`src/rtl/cis_pkg.sv`:
```
package cis_pkg;

  typedef enum logic [3:0] {
    ST_RESET, ST_OPCOND, ST_IDENT, ST_ADDR, ST_SELECT, ST_WIDTH,
    ST_TIMING, ST_BLKLEN, ST_READ, ST_STOP, ST_STATUS
  } step_e;

  typedef enum logic [2:0] {
    PH_IDLE, PH_LOAD, PH_ISSUE, PH_WAIT, PH_BLOCKS, PH_DONE, PH_ERR
  } phase_e;

  localparam logic [1:0] ACC_WRITE_BYTE = 2'b11;
  localparam int         OCR_READY_BIT  = 31;

  function automatic logic [31:0] pack_switch(input logic [1:0] acc,
                                              input logic [7:0] byte_idx,
                                              input logic [7:0] value,
                                              input logic [2:0] cset);
    return {6'b0, acc, byte_idx, value, 5'b0, cset};
  endfunction

endpackage

```
`src/rtl/cis_cmd_table.sv`:
```
module cis_cmd_table
  import cis_pkg::*;
#(
  parameter int          RCA_W       = 16,
  parameter logic [15:0] RCA         = 16'h0001,
  parameter int          BLK_LEN     = 512,
  parameter logic [31:0] OCR_ARG     = 32'h00FF_8000,
  parameter logic [7:0]  WIDTH_BYTE  = 8'd183,
  parameter logic [7:0]  WIDTH_VAL   = 8'h02,
  parameter logic [7:0]  TIMING_BYTE = 8'd185,
  parameter logic [7:0]  TIMING_VAL  = 8'h01
) (
  input  step_e       step,
  input  logic [31:0] boot_addr,
  output logic [5:0]  idx,
  output logic [31:0] arg,
  output logic        wants_rsp
);
  localparam int          STUFF_W = 32 - RCA_W;
  localparam logic [31:0] RCA_ARG = {RCA[RCA_W-1:0], {STUFF_W{1'b0}}};

  always_comb begin
    wants_rsp = 1'b1;
    arg       = '0;
    unique case (step)
      ST_RESET:   begin idx = 6'd0;  wants_rsp = 1'b0; end
      ST_OPCOND:  begin idx = 6'd1;  arg = OCR_ARG; end
      ST_IDENT:   begin idx = 6'd2;  end
      ST_ADDR:    begin idx = 6'd3;  arg = RCA_ARG; end
      ST_SELECT:  begin idx = 6'd7;  arg = RCA_ARG; end
      ST_WIDTH:   begin idx = 6'd6;
                        arg = pack_switch(ACC_WRITE_BYTE, WIDTH_BYTE, WIDTH_VAL, 3'd0); end
      ST_TIMING:  begin idx = 6'd6;
                        arg = pack_switch(ACC_WRITE_BYTE, TIMING_BYTE, TIMING_VAL, 3'd0); end
      ST_BLKLEN:  begin idx = 6'd16; arg = 32'(BLK_LEN); end
      ST_READ:    begin idx = 6'd18; arg = boot_addr; end
      ST_STOP:    begin idx = 6'd12; end
      ST_STATUS:  begin idx = 6'd13; arg = RCA_ARG; end
      default:    begin idx = 6'd0;  wants_rsp = 1'b0; end
    endcase
  end
endmodule

```
`src/rtl/cis_poll_limit.sv`:
```
module cis_poll_limit #(
  parameter int CNT_W = 8
) (
  input  logic             clk,
  input  logic             rst,
  input  logic             clear,
  input  logic             bump,
  input  logic [CNT_W-1:0] limit,
  output logic             last
);
  localparam int EXT_W = CNT_W + 1;

  logic [CNT_W-1:0] polls;

  always_ff @(posedge clk) begin
    if (rst || clear)                 polls <= '0;
    else if (bump && polls != '1)     polls <= polls + 1'b1;
  end

  // attempt number of the poll now in flight is polls+1
  assign last = (EXT_W'(polls) + EXT_W'(1)) >= EXT_W'(limit);

  p_poll_count_r4: assert property (@(posedge clk) disable iff (rst)
    (bump && !clear && polls != '1) |=> polls == $past(polls) + 1'b1);
endmodule

```
`src/rtl/card_init_seq.sv`:
```
module card_init_seq
  import cis_pkg::*;
#(
  parameter logic [15:0] RCA     = 16'h0001,
  parameter int          BLK_LEN = 512,
  parameter logic [31:0] OCR_ARG = 32'h00FF_8000,
  parameter int          RETRY_W = 8
) (
  input  logic               clk,
  input  logic               rst,
  input  logic               start,
  input  logic [RETRY_W-1:0] retry_limit,
  input  logic [31:0]        boot_addr,
  output logic               cmd_valid,
  input  logic               cmd_ready,
  output logic [5:0]         cmd_idx,
  output logic [31:0]        cmd_arg,
  input  logic               rsp_valid,
  input  logic [31:0]        rsp_bits,
  input  logic               blocks_done,
  output logic               slow_clk_sel,
  output logic               done,
  output logic               error
);
  phase_e      phase;
  step_e       step;
  logic [5:0]  tbl_idx;
  logic [31:0] tbl_arg;
  logic        tbl_rsp;
  logic        poll_last;
  logic        launch;
  logic        poll_miss;

  step_e next_step;
  assign next_step = step_e'(4'(step) + 4'd1);

  assign launch    = start && (phase == PH_IDLE || phase == PH_DONE);
  assign poll_miss = (phase == PH_WAIT) && rsp_valid && (step == ST_OPCOND)
                     && !rsp_bits[OCR_READY_BIT];

  cis_cmd_table #(.RCA(RCA), .BLK_LEN(BLK_LEN), .OCR_ARG(OCR_ARG)) u_table (
    .step(step), .boot_addr(boot_addr),
    .idx(tbl_idx), .arg(tbl_arg), .wants_rsp(tbl_rsp)
  );

  cis_poll_limit #(.CNT_W(RETRY_W)) u_poll (
    .clk(clk), .rst(rst), .clear(launch), .bump(poll_miss),
    .limit(retry_limit), .last(poll_last)
  );

  always_ff @(posedge clk) begin
    if (rst) begin
      phase        <= PH_IDLE;
      step         <= ST_RESET;
      cmd_valid    <= 1'b0;
      cmd_idx      <= '0;
      cmd_arg      <= '0;
      slow_clk_sel <= 1'b1;
      done         <= 1'b0;
      error        <= 1'b0;
    end else begin
      unique case (phase)
        PH_IDLE, PH_DONE: if (start) begin
          step         <= ST_RESET;
          phase        <= PH_LOAD;
          slow_clk_sel <= 1'b1;
          done         <= 1'b0;
        end
        PH_LOAD: begin
          cmd_valid <= 1'b1;
          cmd_idx   <= tbl_idx;
          cmd_arg   <= tbl_arg;
          phase     <= PH_ISSUE;
        end
        PH_ISSUE: if (cmd_ready) begin
          cmd_valid <= 1'b0;
          if (tbl_rsp) phase <= PH_WAIT;
          else begin
            step  <= next_step;
            phase <= PH_LOAD;
          end
        end
        PH_WAIT: if (rsp_valid) begin
          unique case (step)
            ST_OPCOND: begin
              if (rsp_bits[OCR_READY_BIT]) begin
                step  <= ST_IDENT;
                phase <= PH_LOAD;
              end else if (poll_last) begin
                phase <= PH_ERR;
                error <= 1'b1;
              end else phase <= PH_LOAD;
            end
            ST_ADDR: begin
              slow_clk_sel <= 1'b0;
              step         <= next_step;
              phase        <= PH_LOAD;
            end
            ST_READ:   phase <= PH_BLOCKS;
            ST_STATUS: begin
              phase <= PH_DONE;
              done  <= 1'b1;
            end
            default: begin
              step  <= next_step;
              phase <= PH_LOAD;
            end
          endcase
        end
        PH_BLOCKS: if (blocks_done) begin
          step  <= ST_STOP;
          phase <= PH_LOAD;
        end
        PH_ERR: phase <= PH_ERR;
        default: phase <= PH_IDLE;
      endcase
    end
  end

  p_cmd_hold_r6: assert property (@(posedge clk) disable iff (rst)
    (cmd_valid && !cmd_ready) |=> (cmd_valid && $stable(cmd_idx) && $stable(cmd_arg)));

  p_ident_slow_r5: assert property (@(posedge clk) disable iff (rst)
    (cmd_valid && cmd_idx <= 6'd3) |-> slow_clk_sel);

  p_data_fast_r5: assert property (@(posedge clk) disable iff (rst)
    (cmd_valid && cmd_idx > 6'd3) |-> !slow_clk_sel);

  p_switch_arg_r7: assert property (@(posedge clk) disable iff (rst)
    (cmd_valid && cmd_idx == 6'd6) |->
      (cmd_arg[31:26] == 6'd0 && cmd_arg[25:24] == 2'b11 && cmd_arg[7:0] == 8'd0));

  p_err_halt_r4: assert property (@(posedge clk) disable iff (rst)
    error |=> (error && !cmd_valid));

  p_done_excl_r10: assert property (@(posedge clk) disable iff (rst)
    !(done && error));

  p_stop_gated_r9: assert property (@(posedge clk) disable iff (rst)
    $rose(cmd_valid) && cmd_idx == 6'd12 |-> $past(phase == PH_LOAD));
endmodule

```
`config.mk`:
```
export PLATFORM = sky130hd
export DESIGN_NAME = card_init_seq
export DESIGN_NICKNAME = d
export VERILOG_FILES = /design/src/rtl/cis_pkg.sv /design/src/rtl/cis_cmd_table.sv /design/src/rtl/cis_poll_limit.sv /design/src/rtl/card_init_seq.sv
export SDC_FILE = /design/constraint.sdc
export NUM_CORES = 1
export LEC_CHECK = 0
export BUFFER_PORTS_ARGS = -buffer_cell sky130_fd_sc_hd__buf_4
export CORE_MARGIN = 5
export CORE_UTILIZATION = 47
export CTS_CLUSTER_SIZE = 28
export DETAILED_ROUTE_END_ITERATION = 8
export HOLD_SLACK_MARGIN = 0.06
export PLACE_DENSITY = 0.79
export SYNTH_ARGS = -nofsm -noshare
export SYNTH_HDL_FRONTEND = slang
export SYNTH_SLANG_ARGS = --single-unit
export TNS_END_PERCENT = 10
```
`constraint.sdc`:
```
create_clock -name clk -period 6.8 [get_ports clk]
set_input_delay 1.36 -clock clk [delete_from_list [all_inputs] [get_ports clk]]
set_output_delay 1.36 -clock clk [all_outputs]
set_load 0.1 [all_outputs]
```
==> metrics.txt <==
outcome completed; total chip power between 700 and 800 uW; initial antenna violation count 0; post-synthesis adder-cell area fraction 0.0548; Unique masters post-synth 60; via count between 2,000 and 3,000; Post-CTS Hold Buffers 0; growth of design area from synthesis to finish 24.8%; Synth area leader dfxtp_1; clock tree root driver cell clkbuf_8; HPWL after DPL roughly 5.5 mm; TNS Setup 0 ns; async set-reset flop share out of synthesis 0; TritonCTS clock tree yes; first-pass GRT wire length 12.3 mm; diode count 0; TritonCTS buffer count 5; Post-Synth XOR/XNOR Area 0.0324; initial core utilization 0.476; vias in the first global route between 2,000 and 3,000; Avg Cell Area, Syn 8.27 um2; Final Instance Area around 3700 um2; VDD IR max about 0.14 mV; Initial DRT Pass Iterations 4; Slowest-stage cell, CP a2111oi_2; number of synthesized flops with an enable pin 0; Syn Inst Count around 360; synth top area cells dfxtp_1, nor2_1, ha_1; post-layout util 0.594; critical path cell sequence buf_4, inv_1, ha_1, and4_1, a2111oi_2, a211oi_1, o221a_2; post-synthesis compound-gate area fraction 0.240; simple-gate share of the synthesized area 0.235; Crit. End Element register; CP max stage delay around 0.5 ns; drt wl/cell 15.0 um; critical path class input pin to register; #FFs+latches synth 56; final-report setup violation count 0; Clock Sinks between 50 and 60; Synth top area share 0.378; DIE AREA ~8000 um2; Initial DRC Count around 200; fin crit share 0.400; post-synthesis mux area share 0.00337; # Post-CTS Setup Buffers 0; Worst-Skew Late Latency 0.31 ns; Die Ht 89.5 um; Final Wtd Congestion 0.866; combinational family with the most area after synthesis compound AO/OA/AOI/OAI gates; GRT Overall Usage 0.192; # Max-Cap Violations 0; Top FF cell, synth dfxtp_1; final wirelength 7.60 mm; clk slew on worst S/H paths about 0.10 ns; Final min period between 2 and 3 ns; WHS 0.470 ns; largest fanout on the critical path 3; Final #Nets ~520; final hold violations 0; Reg2Reg Setup Slack about 4.2 ns; Placed Area ~3600 um2; worst path required time 7.01 ns; # rows 29; num ports 120; fin cells 508; die span in x 89.5 um; grt ovf 0; slew margin rel. 0.521; Slew @ Worst Pin just over 0.7 ns; delay-heaviest family, CP compound AO/OA/AOI/OAI gates; Critical Path Start Type input pin; Final ANT Viol Nets 0; WP data arrival between 2 and 3 ns; Max Clk Rate ~370 MHz; largest net degree at the start of global routing 49; power density over cell area about 220 nW/um2; H-tree depth 2; Via density roughly 5.7; unrepaired setup endpoints after global routing false; clk_skew 0.00886 ns; worst-case clock buffer depth 2; WP buf/inv 2; HP Class register to register; area of the core about 6200 um2; leakage power ~1.5 nW; PnR worst setup slack a little over 4 ns; DRC errors left 0; port buffer count 87; layout cells sized above 1 0.262; Setup WS pre-CTS 3.76 ns; sequential fraction of the synthesis area 0.378; post-cts repair resize count 0; syn_nets 450; placed cells 500; yosys synthesis warning count 0; area of the mapped netlist between 2000 and 3000 um2; max-slew violation total from the final report 0
[cells in the mapped netlist (9+ instances only)]
cell type,instances
a22oi_1,20
ha_1,13
inv_1,13
clkbuf_1,13
o21ai_0,10
xnor2_1,9
a211oi_1,9
dfxtp_1,56
nand3_1,12
nor2_1,57
nand2_1,19
a21oi_1,27
nor3_1,19
[per-layer routing]
layer,part of all wire,GRT usage
met1,0.43,0.247
met3,0.064,0.0369
met4,0.025,0.0825
met2,0.48,0.312
met5,0,0
[cells in the final DEF (no fill, tap or decap), types with 4 or more instances in the layout]
master,n
clkbuf_8,6
a21oi_1,27
nor2_1,57
nor3_1,19
o211ai_1,4
o21ai_0,10
a211oi_1,9
a311oi_1,5
nand2_1,19
inv_1,13
a22oi_1,20
xnor2_1,9
nor2b_1,6
buf_4,88
dfxtp_1,56
nand2b_1,4
ha_1,13
nand3_1,12
[worst paths after layout]
check	startpoint	end	cells after the start
worst max-delay path	retry_limit[5]	phase[2]$_SDFFE_PP0P_	7
worst min-delay path	cmd_idx[3]$_SDFFE_PP0P_	cmd_idx[3]$_SDFFE_PP0P_	2
worst min register to register	cmd_idx[3]$_SDFFE_PP0P_	cmd_idx[3]$_SDFFE_PP0P_	2
worst max register to register	u_poll.polls[0]$_SDFFE_PP0P_	phase[2]$_SDFFE_PP0P_	9
[tightest hold or removal path, stage by stage, from the launching register on]
cell	delay [ns]
dfxtp_1	0.33
nand2_1	0.05
a21oi_1	0.05
[state kept, by name, summed over array words and instances (netlist names), 3 cells and up]
name / flops
cmd_arg: 32
cmd_idx: 5
u_poll.polls: 8
phase: 3
step: 4
[where the power goes]
part	total, mW	switching [mW]	internal (mW)
clock network	0.195	0.111	0.0837
registers	0.360	0.0162	0.344
logic	0.242	0.173	0.0686
[kinds of logic (layout without fill, tap and decap cells)]
family | count (synthesis) | count (layout)
adder cells (fa/ha/maj) | 13 | 13
AO/OA/AOI/OAI | 99 | 99
multiplexers | 1 | 1
AND/OR/NAND/NOR | 141 | 141
other | 1 | 1
buffers and inverters | 37 | 109
flip-flops | 56 | 56
XOR/XNOR | 11 | 11
[area by class of cell]
cell class / count / area, um2
Clock buffer: 6 / 82.6
Clock inverter: 2 / 13.8
Fill cell: 589 / 2540
Inverter: 13 / 48.8
Multi-Input combinational cell: 266 / 1680
Sequential cell: 56 / 1120
Tap cell: 77 / 96.3
Timing Repair Buffer: 88 / 661
No activity file was read; power rests on OpenSTA's default activity.
